===== src/rtl/can_filt_pkg.sv =====
package can_filt_pkg;

  localparam int BYTE_W      = 8;
  localparam int BANK_BYTES  = 8;
  localparam int BANK_BITS   = BYTE_W * BANK_BYTES;
  localparam int BANK_SLOTS  = 8;
  localparam int STD_W       = 11;
  localparam int EXT_W       = 18;

  // Bits of the wide and medium keys that carry header content.
  localparam logic [31:0] COVER32 = 32'hFFFF_FFFE;
  localparam logic [15:0] COVER16 = 16'hFFF8;

  typedef enum logic [1:0] {
    SC_QUAD8    = 2'b00,
    SC_DUAL16   = 2'b01,
    SC_MIXED    = 2'b10,
    SC_SINGLE32 = 2'b11
  } scale_e;

  // Packed so that it lines up with control byte bits [3:0].
  typedef struct packed {
    scale_e scale;
    logic   list;
    logic   active;
  } bank_ctl_t;

  typedef struct packed {
    logic [31:0] k32;
    logic [15:0] k16;
    logic [7:0]  k8;
  } keys_t;

  function automatic keys_t build_keys(input logic [STD_W-1:0] std_id,
                                       input logic [EXT_W-1:0] ext_id,
                                       input logic ide, input logic rtr);
    keys_t k;
    k.k32 = {std_id, ext_id, ide, rtr, 1'b0};
    k.k16 = {std_id, rtr, ide, 3'b000};
    k.k8  = std_id[STD_W-1:STD_W-8];
    return k;
  endfunction

endpackage


===== src/rtl/can_filt_cfg.sv =====
module can_filt_cfg
  import can_filt_pkg::*;
#(
  parameter int NUM_BANKS = 8,
  localparam int BANK_AW  = (NUM_BANKS > 1) ? $clog2(NUM_BANKS) : 1,
  localparam int CFG_AW   = BANK_AW + 4
) (
  input  logic                          clk,
  input  logic                          rst,
  input  logic                          cfg_we,
  input  logic [CFG_AW-1:0]             cfg_addr,
  input  logic [BYTE_W-1:0]             cfg_wdata,
  output logic [NUM_BANKS*BANK_BITS-1:0] bank_bytes,
  output bank_ctl_t [NUM_BANKS-1:0]     bank_ctl
);

  localparam int NUM_BYTES = NUM_BANKS * BANK_BYTES;

  logic [BYTE_W-1:0]   mem [NUM_BYTES];
  bank_ctl_t [NUM_BANKS-1:0] ctl_q;

  logic                 sel_ctl;
  logic [BANK_AW+2:0]   byte_idx;
  logic [BANK_AW-1:0]   ctl_idx;
  logic                 byte_ok;
  logic                 ctl_ok;

  assign sel_ctl  = cfg_addr[CFG_AW-1];
  assign byte_idx = cfg_addr[BANK_AW+2:0];
  assign ctl_idx  = cfg_addr[BANK_AW-1:0];
  assign byte_ok  = (32'(byte_idx) < NUM_BYTES);
  assign ctl_ok   = (cfg_addr[CFG_AW-2:BANK_AW] == '0) && (32'(ctl_idx) < NUM_BANKS);

  always_ff @(posedge clk) begin
    if (rst) begin
      for (int i = 0; i < NUM_BYTES; i++) mem[i] <= '0;
      ctl_q <= '0;
    end else if (cfg_we) begin
      if (!sel_ctl) begin
        if (byte_ok) mem[byte_idx] <= cfg_wdata;
      end else if (ctl_ok) begin
        ctl_q[ctl_idx] <= bank_ctl_t'(cfg_wdata[3:0]);
      end
    end
  end

  for (genvar g = 0; g < NUM_BYTES; g++) begin : g_flat
    assign bank_bytes[g*BYTE_W +: BYTE_W] = mem[g];
  end
  assign bank_ctl = ctl_q;

  // a byte write is visible on the next cycle
  a_r2_byte_lands: assert property (@(posedge clk) disable iff (rst)
    (cfg_we && !sel_ctl && byte_ok) |=> (mem[$past(byte_idx)] == $past(cfg_wdata)));

  // a control write is visible on the next cycle
  a_r2_ctl_lands: assert property (@(posedge clk) disable iff (rst)
    (cfg_we && sel_ctl && ctl_ok) |=> (ctl_q[$past(ctl_idx)] == bank_ctl_t'($past(cfg_wdata[3:0]))));

endmodule


===== src/rtl/can_filt_bank.sv =====
module can_filt_bank
  import can_filt_pkg::*;
(
  input  logic                  clk,
  input  logic                  rst,
  input  logic [BANK_BITS-1:0]  bytes,
  input  bank_ctl_t             ctl,
  input  keys_t                 keys,
  output logic [BANK_SLOTS-1:0] hit
);

  localparam int N8  = BANK_BYTES / 2;
  localparam int N16 = BANK_BYTES / 4;

  logic [BYTE_W-1:0] r [BANK_BYTES];
  for (genvar i = 0; i < BANK_BYTES; i++) begin : g_bytes
    assign r[i] = bytes[i*BYTE_W +: BYTE_W];
  end

  // Narrow elements: byte j (first half) and byte j+4 (second half).
  logic [N8-1:0] eq8a, eq8b, mk8;
  for (genvar j = 0; j < N8; j++) begin : g_e8
    assign eq8a[j] = (keys.k8 == r[j]);
    assign eq8b[j] = (keys.k8 == r[j+N8]);
    assign mk8[j]  = (((keys.k8 ^ r[j]) & r[j+N8]) == '0);
  end

  // Medium elements: bytes {2j,2j+1} and {4+2j,5+2j}.
  logic [N16-1:0] eq16a, eq16b, mk16;
  for (genvar j = 0; j < N16; j++) begin : g_e16
    logic [15:0] ida, idb;
    assign ida      = {r[2*j], r[2*j+1]};
    assign idb      = {r[N8+2*j], r[N8+2*j+1]};
    assign eq16a[j] = (((keys.k16 ^ ida) & COVER16) == '0);
    assign eq16b[j] = (((keys.k16 ^ idb) & COVER16) == '0);
    assign mk16[j]  = (((keys.k16 ^ ida) & idb & COVER16) == '0);
  end

  // Wide element: bytes 0..3 and 4..7, lowest byte number most significant.
  logic [31:0] w32a, w32b;
  logic        eq32a, eq32b, mk32;
  assign w32a  = {r[0], r[1], r[2], r[3]};
  assign w32b  = {r[4], r[5], r[6], r[7]};
  assign eq32a = (((keys.k32 ^ w32a) & COVER32) == '0);
  assign eq32b = (((keys.k32 ^ w32b) & COVER32) == '0);
  assign mk32  = (((keys.k32 ^ w32a) & w32b & COVER32) == '0);

  always_comb begin
    hit = '0;
    if (ctl.active) begin
      unique case (ctl.scale)
        SC_QUAD8: begin
          for (int j = 0; j < N8; j++) begin
            if (ctl.list) begin
              hit[2*j]   = eq8a[j];
              hit[2*j+1] = eq8b[j];
            end else begin
              hit[j] = mk8[j];
            end
          end
        end
        SC_DUAL16: begin
          for (int j = 0; j < N16; j++) begin
            if (ctl.list) begin
              hit[2*j]   = eq16a[j];
              hit[2*j+1] = eq16b[j];
            end else begin
              hit[j] = mk16[j];
            end
          end
        end
        SC_MIXED: begin
          if (ctl.list) begin
            hit[0] = eq16a[0];
            hit[1] = eq16b[0];
            for (int j = 2; j < N8; j++) begin
              hit[2*j]   = eq8a[j];
              hit[2*j+1] = eq8b[j];
            end
          end else begin
            hit[0] = mk16[0];
            for (int j = 2; j < N8; j++) hit[j] = mk8[j];
          end
        end
        SC_SINGLE32: begin
          if (ctl.list) begin
            hit[0] = eq32a;
            hit[1] = eq32b;
          end else begin
            hit[0] = mk32;
          end
        end
        default: hit = '0;
      endcase
    end
  end

  // wide scale never raises slots above 1, and slot 1 only in list mode
  a_r4_wide_slots: assert property (@(posedge clk) disable iff (rst)
    (ctl.active && ctl.scale == SC_SINGLE32) |-> (hit[7:2] == '0 && (ctl.list || !hit[1])));

  // mask mode uses at most slots 0..3
  a_r8_mask_slots: assert property (@(posedge clk) disable iff (rst)
    (ctl.active && !ctl.list) |-> (hit[7:4] == '0));

  // mixed mask mode leaves slot 1 empty
  a_r7_mixed_gap: assert property (@(posedge clk) disable iff (rst)
    (ctl.active && !ctl.list && ctl.scale == SC_MIXED) |-> !hit[1]);

  // two equal narrow list identifiers give equal slot results
  a_r9_list_twins: assert property (@(posedge clk) disable iff (rst)
    (ctl.active && ctl.list && ctl.scale == SC_QUAD8 && r[0] == r[4]) |-> (hit[0] == hit[1]));

endmodule


===== src/rtl/can_filt_prio.sv =====
module can_filt_prio #(
  parameter int WIDTH = 64,
  localparam int IW   = (WIDTH > 1) ? $clog2(WIDTH) : 1
) (
  input  logic             clk,
  input  logic             rst,
  input  logic [WIDTH-1:0] vec,
  output logic             any,
  output logic [IW-1:0]    idx
);

  always_comb begin
    idx = '0;
    for (int i = WIDTH - 1; i >= 0; i--) begin
      if (vec[i]) idx = IW'(i);
    end
  end
  assign any = |vec;

  // the reported filter accepts and no lower filter does
  a_r10_lowest: assert property (@(posedge clk) disable iff (rst)
    any |-> (vec[idx] && ((vec & ((WIDTH'(1) << idx) - WIDTH'(1))) == '0)));

endmodule


===== src/rtl/can_id_filter.sv =====
module can_id_filter
  import can_filt_pkg::*;
#(
  parameter int NUM_BANKS = 8,
  localparam int BANK_AW  = (NUM_BANKS > 1) ? $clog2(NUM_BANKS) : 1,
  localparam int CFG_AW   = BANK_AW + 4,
  localparam int NFILT    = NUM_BANKS * BANK_SLOTS,
  localparam int IDX_W    = $clog2(NFILT)
) (
  input  logic              clk,
  input  logic              rst,
  input  logic              cfg_we,
  input  logic [CFG_AW-1:0] cfg_addr,
  input  logic [7:0]        cfg_wdata,
  input  logic              hdr_valid,
  input  logic [10:0]       hdr_std_id,
  input  logic [17:0]       hdr_ext_id,
  input  logic              hdr_ide,
  input  logic              hdr_rtr,
  output logic              res_valid,
  output logic              res_accept,
  output logic [IDX_W-1:0]  res_index
);

  logic [NUM_BANKS*BANK_BITS-1:0] bank_bytes;
  bank_ctl_t [NUM_BANKS-1:0]      bank_ctl;
  keys_t                          keys;
  logic [NFILT-1:0]               all_hits;
  logic                           any_hit;
  logic [IDX_W-1:0]               first_hit;

  can_filt_cfg #(.NUM_BANKS(NUM_BANKS)) u_cfg (
    .clk       (clk),
    .rst       (rst),
    .cfg_we    (cfg_we),
    .cfg_addr  (cfg_addr),
    .cfg_wdata (cfg_wdata),
    .bank_bytes(bank_bytes),
    .bank_ctl  (bank_ctl)
  );

  assign keys = build_keys(hdr_std_id, hdr_ext_id, hdr_ide, hdr_rtr);

  for (genvar b = 0; b < NUM_BANKS; b++) begin : g_bank
    can_filt_bank u_bank (
      .clk  (clk),
      .rst  (rst),
      .bytes(bank_bytes[b*BANK_BITS +: BANK_BITS]),
      .ctl  (bank_ctl[b]),
      .keys (keys),
      .hit  (all_hits[b*BANK_SLOTS +: BANK_SLOTS])
    );
  end

  can_filt_prio #(.WIDTH(NFILT)) u_prio (
    .clk (clk),
    .rst (rst),
    .vec (all_hits),
    .any (any_hit),
    .idx (first_hit)
  );

  always_ff @(posedge clk) begin
    if (rst) begin
      res_valid  <= 1'b0;
      res_accept <= 1'b0;
      res_index  <= '0;
    end else begin
      res_valid  <= hdr_valid;
      res_accept <= hdr_valid && any_hit;
      res_index  <= (hdr_valid && any_hit) ? first_hit : '0;
    end
  end

  // every strobe yields a decision one cycle later
  a_r11_valid_follows: assert property (@(posedge clk) disable iff (rst)
    hdr_valid |=> res_valid);

  // no strobe, no decision
  a_r11_quiet: assert property (@(posedge clk) disable iff (rst)
    !hdr_valid |=> (!res_valid && !res_accept));

  // rejection reports filter number zero
  a_r10_reject_index: assert property (@(posedge clk) disable iff (rst)
    !res_accept |-> (res_index == '0));

endmodule


===== config.mk =====
export PLATFORM = sky130hd
export DESIGN_NAME = can_id_filter
export DESIGN_NICKNAME = d
export VERILOG_FILES = /design/src/rtl/can_filt_pkg.sv /design/src/rtl/can_filt_cfg.sv /design/src/rtl/can_filt_bank.sv /design/src/rtl/can_filt_prio.sv /design/src/rtl/can_id_filter.sv
export SDC_FILE = /design/constraint.sdc
export NUM_CORES = 2
export LEC_CHECK = 0
export ABC_AREA = 1
export CORE_MARGIN = 2
export CORE_UTILIZATION = 27
export CTS_BUF_LIST = sky130_fd_sc_hd__clkbuf_4
export DETAILED_ROUTE_END_ITERATION = 8
export PLACE_DENSITY = 0.45
export SYNTH_ARGS = -nofsm -noshare
export SYNTH_HDL_FRONTEND = slang
export SYNTH_SLANG_ARGS = --single-unit

===== constraint.sdc =====
create_clock -name clk -period 8.6 [get_ports clk]
set_input_delay 0.86 -clock clk [delete_from_list [all_inputs] [get_ports clk]]
set_output_delay 0.86 -clock clk [all_outputs]
set_load 0.02 [all_outputs]

# Word-level counts from Yosys, hierarchy flattened
# Memories as Yosys holds them, arrays and structs flattened.
# Index checks and enable logic that the tools add are counted.
word_totals:
  register_bits: 40
  ramBits: 512
  inputBits: 50
  out_inout_bits: 8
  word_cells: 603
  mem_count: 1
classes:
  order_cmp: 2
  eq_ne: 88
  muxes: 219
  bitwise: 137
  reduce_logical: 124
mem_list:
  columns: ["name", "depth", "width", "rd", "rd_ports_with_merged_regs", "wr", "line", "source"]
  rows:
  - ["u_cfg.mem", 64, 8, 64, 0, 64, "can_filt_cfg.sv:19", "logic [BYTE_W-1:0] mem [NUM_BYTES];"]
ops:
  columns: ["op", "count"]
  rows:
  - ["$logic_not 16->1", 48]
  - ["$logic_not 32->1", 24]
  - ["$eq 8x8->1", 64]
  - ["$xor 16x16->16", 32]
  - ["$xor 32x32->32", 16]
  - ["$and 16x16->16", 16]
  - ["$and 32x32->32", 8]
  - ["$and 8x8->8", 32]
  - ["$logic_not 8->1", 32]
  - ["$xor 8x8->8", 32]
  - ["$mux 6", 33]
  - ["$mux 1", 80]
  - ["$mux 5", 16]
  - ["$mux 8", 9]
  - ["$mux 2", 34]
  - ["$mux 4", 17]
  - ["$pmux 2 s4", 8]
  - ["$pmux 4 s2", 8]
  - ["$reduce_or 64->1", 1]
  - ["$pmux 2 s3", 8]
  - ["$reduce_or 34->1", 1]
  - ["$bwmux 32", 1]
  - ["$eq 2x2->1 const B", 16]
  - ["$reduce_or 18->1", 1]
  - ["15 further kinds", 33]

# Logic depth before layout (Yosys ltp)
# An unclocked memory read counts as a cell.
depth:
  ltp_word: 70
  mapped_depth: 69
  mapped_depth_nobuf: 68

# Cells and area by module
# From an unflattened synthesis, not the netlist that was laid out.
hier_totals:
  cells_unflattened: 7593
  hier_area_um2: 49513.7
modules_own_cells:
  columns: ["mod", "instances", "cells_each", "area_each_um2", "seq_area_each_um2"]
  rows:
  - ["can_filt_bank", 8, 736, 3595.9, 0.0]
  - ["can_filt_cfg", 1, 1444, 19487.4, 16015.4]
  - ["can_filt_prio", 1, 235, 1024.7, 0.0]
  - ["can_id_filter", 1, 26, 234.0, 160.2]

# Worst setup path after synthesis
# No wires, ideal clock.
synth_timing:
  kind: "input -> register"
  startpoint: "in hdr_ext_id[7]"
  endpoint: "reg res_index[0]"
  arrival_time_ns: 4.376
  t_required_ns: 8.482
  path_slack_ns: 4.107
  stages: 49
  path_cell_list: "buf_2 -> buf_2 -> xnor2_1 -> nand4_1 -> or4_1 -> nor4_1 -> nor2_1 -> o311ai_2 -> nand3_1 -> nand2_1 -> nand2_1 -> nand2_1 -> nand2_1 -> nand2_1 -> nand2_1 -> nand2_1 -> nand2_1 -> nand2_1 -> [13 not listed] -> nand2_1 -> nand2_1 -> nand2_1 -> nand2_1 -> nand2_1 -> nand2_1 -> nand2_1 -> nand2_1 -> nand2_1 -> nand2_1 -> nand2_1 -> nand2_1 -> nand2_1 -> nand2_1 -> nand2_1 -> nand2_1 -> nand2_1 -> a21oi_2"
synth_via:
  elab_chain_len: 62
  word_cells_on_any_way: 141
synth_rtl:
  columns: ["item", "line", "source"]
  rows:
  - ["start: declaration", "can_id_filter.sv:17", "input logic [17:0] hdr_ext_id,"]
  - ["$xor 32x32->32 (on tied branches)", "can_filt_bank.sv:45, can_filt_bank.sv:44, can_filt_bank.sv:46", null]
  - ["$logic_not 32->1 or $and 32x32->32 (tied branches)", "can_filt_bank.sv:45, can_filt_bank.sv:46", null]
  - ["$mux 1 or $logic_not 32->1 (tied branches)", "can_filt_bank.sv:86, can_filt_bank.sv:46", null]
  - ["$pmux 2 s4 or $mux 1 (tied branches)", "can_filt_bank.sv:51, can_filt_bank.sv:86", null]
  - ["$mux 8 or $pmux 2 s4 (tied branches)", "can_filt_bank.sv:50, can_filt_bank.sv:51", null]
  - ["$mux 6 or $mux 8 (tied branches)", "can_filt_prio.sv:15, can_filt_bank.sv:50", null]
  - ["$mux 6 (25 in series)", "can_filt_prio.sv:15", "if (vec[i]) idx = IW'(i);"]
  - ["$mux 5 (16 in series)", "can_filt_prio.sv:15", null]
  - ["$mux 4 (8 in series)", "can_filt_prio.sv:15", null]
  - ["$mux 3 (4 in series)", "can_filt_prio.sv:15", null]
  - ["$mux 2 (2 in series)", "can_filt_prio.sv:15", null]
  - ["$mux 1", "can_filt_prio.sv:15", null]
  - ["end signal: assignment", "can_id_filter.sv:71", "res_index <= (hdr_valid && any_hit) ? first_hit : '0;"]
  - ["end: declaration", "can_id_filter.sv:22", "output logic [IDX_W-1:0] res_index"]
# Parallel ways exist; a longest one is shown, timed or not.
# A chain may end at the register's enable or synchronous reset.

# Final worst setup path
layout_timing:
  startpoint: "reg u_cfg.ctl_q, in the netlist u_cfg.bank_ctl[25]"
  endpoint: "reg res_index[0]"
layout_via:
  elab_chain_len: 58
  word_cells_on_any_way: 77
layout_rtl:
  columns: ["item", "line", "source"]
  rows:
  - ["start: declaration", "can_filt_cfg.sv:20", "bank_ctl_t [NUM_BANKS-1:0] ctl_q;"]
  - ["start signal: indexed assignment", "can_filt_cfg.sv:42", "ctl_q[ctl_idx] <= bank_ctl_t'(cfg_wdata[3:0]);"]
  - ["$mux 4 or $mux 2 (tied branches)", "can_filt_bank.sv:73, can_filt_bank.sv:54", null]
  - ["$pmux 4 s2", "can_filt_bank.sv:51", "unique case (ctl.scale)"]
  - ["$mux 8 (*)", "can_filt_bank.sv:50", "if (ctl.active) begin"]
  - ["$mux 6 (24 in series)", "can_filt_prio.sv:15", null]
  - ["$mux 5 (16 in series)", "can_filt_prio.sv:15", null]
  - ["$mux 4 (8 in series)", "can_filt_prio.sv:15", null]
  - ["$mux 3 (4 in series)", "can_filt_prio.sv:15", null]
  - ["$mux 2 (2 in series)", "can_filt_prio.sv:15", null]
  - ["$mux 1", "can_filt_prio.sv:15", null]
# Every way passes the cells marked *; elsewhere a longest branch is shown, timed or not.

==> results.ini <==
[synth]
ys.flop_type = edfxtp_1
yosysWarningCount = 0
synth_top_area_share_pct = 40.15
syn_area_per_cell_um2 = 8.167
ys_top_cells_by_area = edfxtp_1 (40%), xnor2_1 (12%), nor2_1 (8.4%)
synth_edf_count = 512
synth_top_area_cell = edfxtp_1
synth_nets = 4739
yosysUniqueCellTypes = 64
synth_area_um2 = 38300
netlist_instances = 4689
seq_area_frac_synth_pct = 42.24
async_reset_ff_share_pct = 0
synth.ff_latch_count = 552

[clock_tree]
clk_pin_slew_worst_paths_ns = 0.08
ctsHoldBuffers = 0
clk_root_buffer_cell = clkbuf_4
worstSkewPairLatency_ns = 1.15
cts_buffers = 157
h-tree-depth = 4
cts_tree = done
cts.sinks = 552
postCtsSetupRepairBufs = 0
cts.path.max_buffers = 3
cts_resized = 0

[critical_path]
cp_max_fo = 15
critPathMaxStageDelay_ns = 0.75
critPathCaptureType = flip-flop
start_kind = flip-flop
worstSetupPathType = reg -> reg
crit_required_ns = 9.62
crit_slowest_cell = dfxtp_1
cp_common_cell = nand2_1
arrival_ns = 6.75

[finish]
fillCellCount = 15320
finalNetCount = 4813
multi_input_area_um2 = 19290
drive_gt1_share_pct = 8.797
regArea_um2 = 16180
area_growth_pct = 11.54
fin_util_pct = 30.24

[timing]
finClkSkew_ns = 0.05191
hold_viol_final = 0
grt_setup_unrepaired = no
fin_crit_sh_pct = 66.60
setup_viol = 0
final.min_clock_period_ns = 5.727
report.final.slew_viol_count = 0
slew_headroom_pct = 22.77
fmax_mhz = 174.6
worst-slew-pin-transition_ns = 1.157
setup_tns_ns = 0

[pwr]
p_per_area_nw_per_um2 = 166.4
peakVddDrop_uv = 123.3
leakage_nw = 16.42
total_power_w = 0.007109

[route]
wl_per_cell_um = 25.83
drt_first_pass_iters = 6
avgViaCountPerCell = 5.282
first_iter_violations = 4569
drtAntennaViolNets = 0
vias = 35830
drc_errors = 0
routed_wl_um = 175200

[floorplan]
core-area_um2 = 141200
die_w_um = 380.6
row_count = 138
die_area_um2 = 144900
die_height_um = 380.6
ios = 58
start_util_pct = 27.11

[place]
gp_congestion = 0.9576
post-dp-hpwl_um = 118900
numPortBuffers = 57

[global_routing]
grt_max_degree = 58
antenna_found_initial = 7
grt_usage_pct = 23.55
grt_pass1_wl_um = 248900
first_global_vias = 34320
grt_overflow = 0

[job]
cap_violations = 0

[hold_path]
hp-class = in -> reg

[status]
status = finished clean

sequential cells by signal (all words and copies together), names as in the netlist:
| register | count |
|---|---|
| res_valid | 1 |
| res_accept | 1 |
| u_cfg.mem | 512 |
| res_index | 6 |
| u_cfg.bank_ctl | 32 |
Yosys cell counts, types with 7 or more instances:
library cell  count
a2111oi_0        27
clkbuf_1         86
nand3b_1          8
o31ai_1           8
a211oi_1         10
a21oi_1          67
nor4_1           64
a31oi_1          13
or4_1             7
edfxtp_1        512
o211ai_1         10
nand3_1         141
inv_1           429
xnor2_1         518
nand4_1         143
o21ai_1          11
a221oi_1         25
nor3_1           78
and2_1           12
o21ai_0         122
o221ai_1         21
o41ai_1          13
o22ai_1         113
nand2_1         839
buf_6            21
inv_2            35
xor2_1          229
nor2_1          853
buf_1            34
or2_2            17
o311ai_0          9
buf_4            15
buf_2            57
dfxtp_1          40
o2111ai_1        43
worst max-delay path: cells and delay by family, from the launching register on:
family	cells	cell delay (ns)
buffers and inverters	2	0.53
DFF	1	0.75
and+or+nand+nor	56	4.29
AOI/OAI and AO/OA	1	0.05
layout make-up:
type,instances,share of cell area [%]
diodes,5,0.02929
clock buffers,234,4.112
clock inverters,50,0.7557
inverters,470,4.189
multi-input cells,3454,45.17
flip-flops and latches,552,37.87
well taps,1890,5.536
repair buffers,128,2.343
worst paths after layout:
| path | slack, ns | end | cells after the start | startpoint |
|---|---|---|---|---|
| setup / recovery | 2.87 | res_index[0]$_SDFF_PP0_ | 59 | u_cfg.bank_ctl[25]$_SDFFE_PP0P_ |
| hold / removal | 0.31 | res_valid$_SDFF_PP0_ | 3 | hdr_valid |
| setup reg to reg | 2.87 | res_index[0]$_SDFF_PP0_ | 59 | u_cfg.bank_ctl[25]$_SDFFE_PP0P_ |
| hold reg to reg | 0.61 | u_cfg.bank_ctl[4]$_SDFFE_PP0P_ | 2 | u_cfg.bank_ctl[4]$_SDFFE_PP0P_ |
layout by cell type (no fill, tap or decap), types with 9 or more instances in the layout:
master           netlist  final
o311ai_0               9      9
and2_1                12     12
nand4_1              143    143
clkdlybuf4s50_1        0     26
or2_2                 17     17
o2111ai_1             43     43
o211ai_1              10     10
inv_1                429    428
o21ai_0              122    122
a2111oi_0             27     27
a221oi_1              25     25
inv_2                 35     31
o22ai_1              113    113
clkinv_2               0     13
buf_4                 15     80
xor2_1               229    229
clkbuf_4               0    234
nor3_1                78     76
buf_2                 57     20
a21oi_1               67     67
o21ai_1               11     11
xnor2_1              518    518
nor2_1               853    849
o41ai_1               13     13
dfxtp_1               40     40
edfxtp_1             512    512
nand3_1              141    141
nand2_1              839    839
inv_4                  1     10
nor4_1                64     64
a211oi_1              10     10
a31oi_1               13     13
o221ai_1              21     21
clkinv_1               5     31
per-stage QoR:
stage	std cells	hold slack (ns)	setup WS [ns]	area [um2]
after floorplan	4689	0.5400	4.107	38300
after global placement	6494	0.5907	1.856	40630
after detailed placement	6494	0.5986	2.012	40630
after CTS	6778	0.1905	2.991	42700
after global routing	6780	0.2702	2.293	42710
final	6783	0.3112	2.873	42720
cells by family (layout without fill, tap and decap cells):
logic type	Yosys count	after routing	synth area share (%)
xor+xnor	751	751	17.28
compound gates	521	521	9.066
simple gates	2182	2182	23.97
other cells	0	5	0
buf+inv	683	882	7.446
flops	552	552	42.24
metal layers:
metal	global-route usage [%]	up-vias	share of wire (%)
li1	-	15980	-
met3	4.777	370	8.6
met1	31.84	17590	43
met5	0	-	0.025
met2	36.52	1879	44
met4	9.830	6	4.0
power breakdown:
group	internal [W]	switching [W]
clock network	0.00137	0.00122
logic	0.000409	0.000863
registers	0.00306	0.000181
No activity file was read; power rests on OpenSTA's default activity.
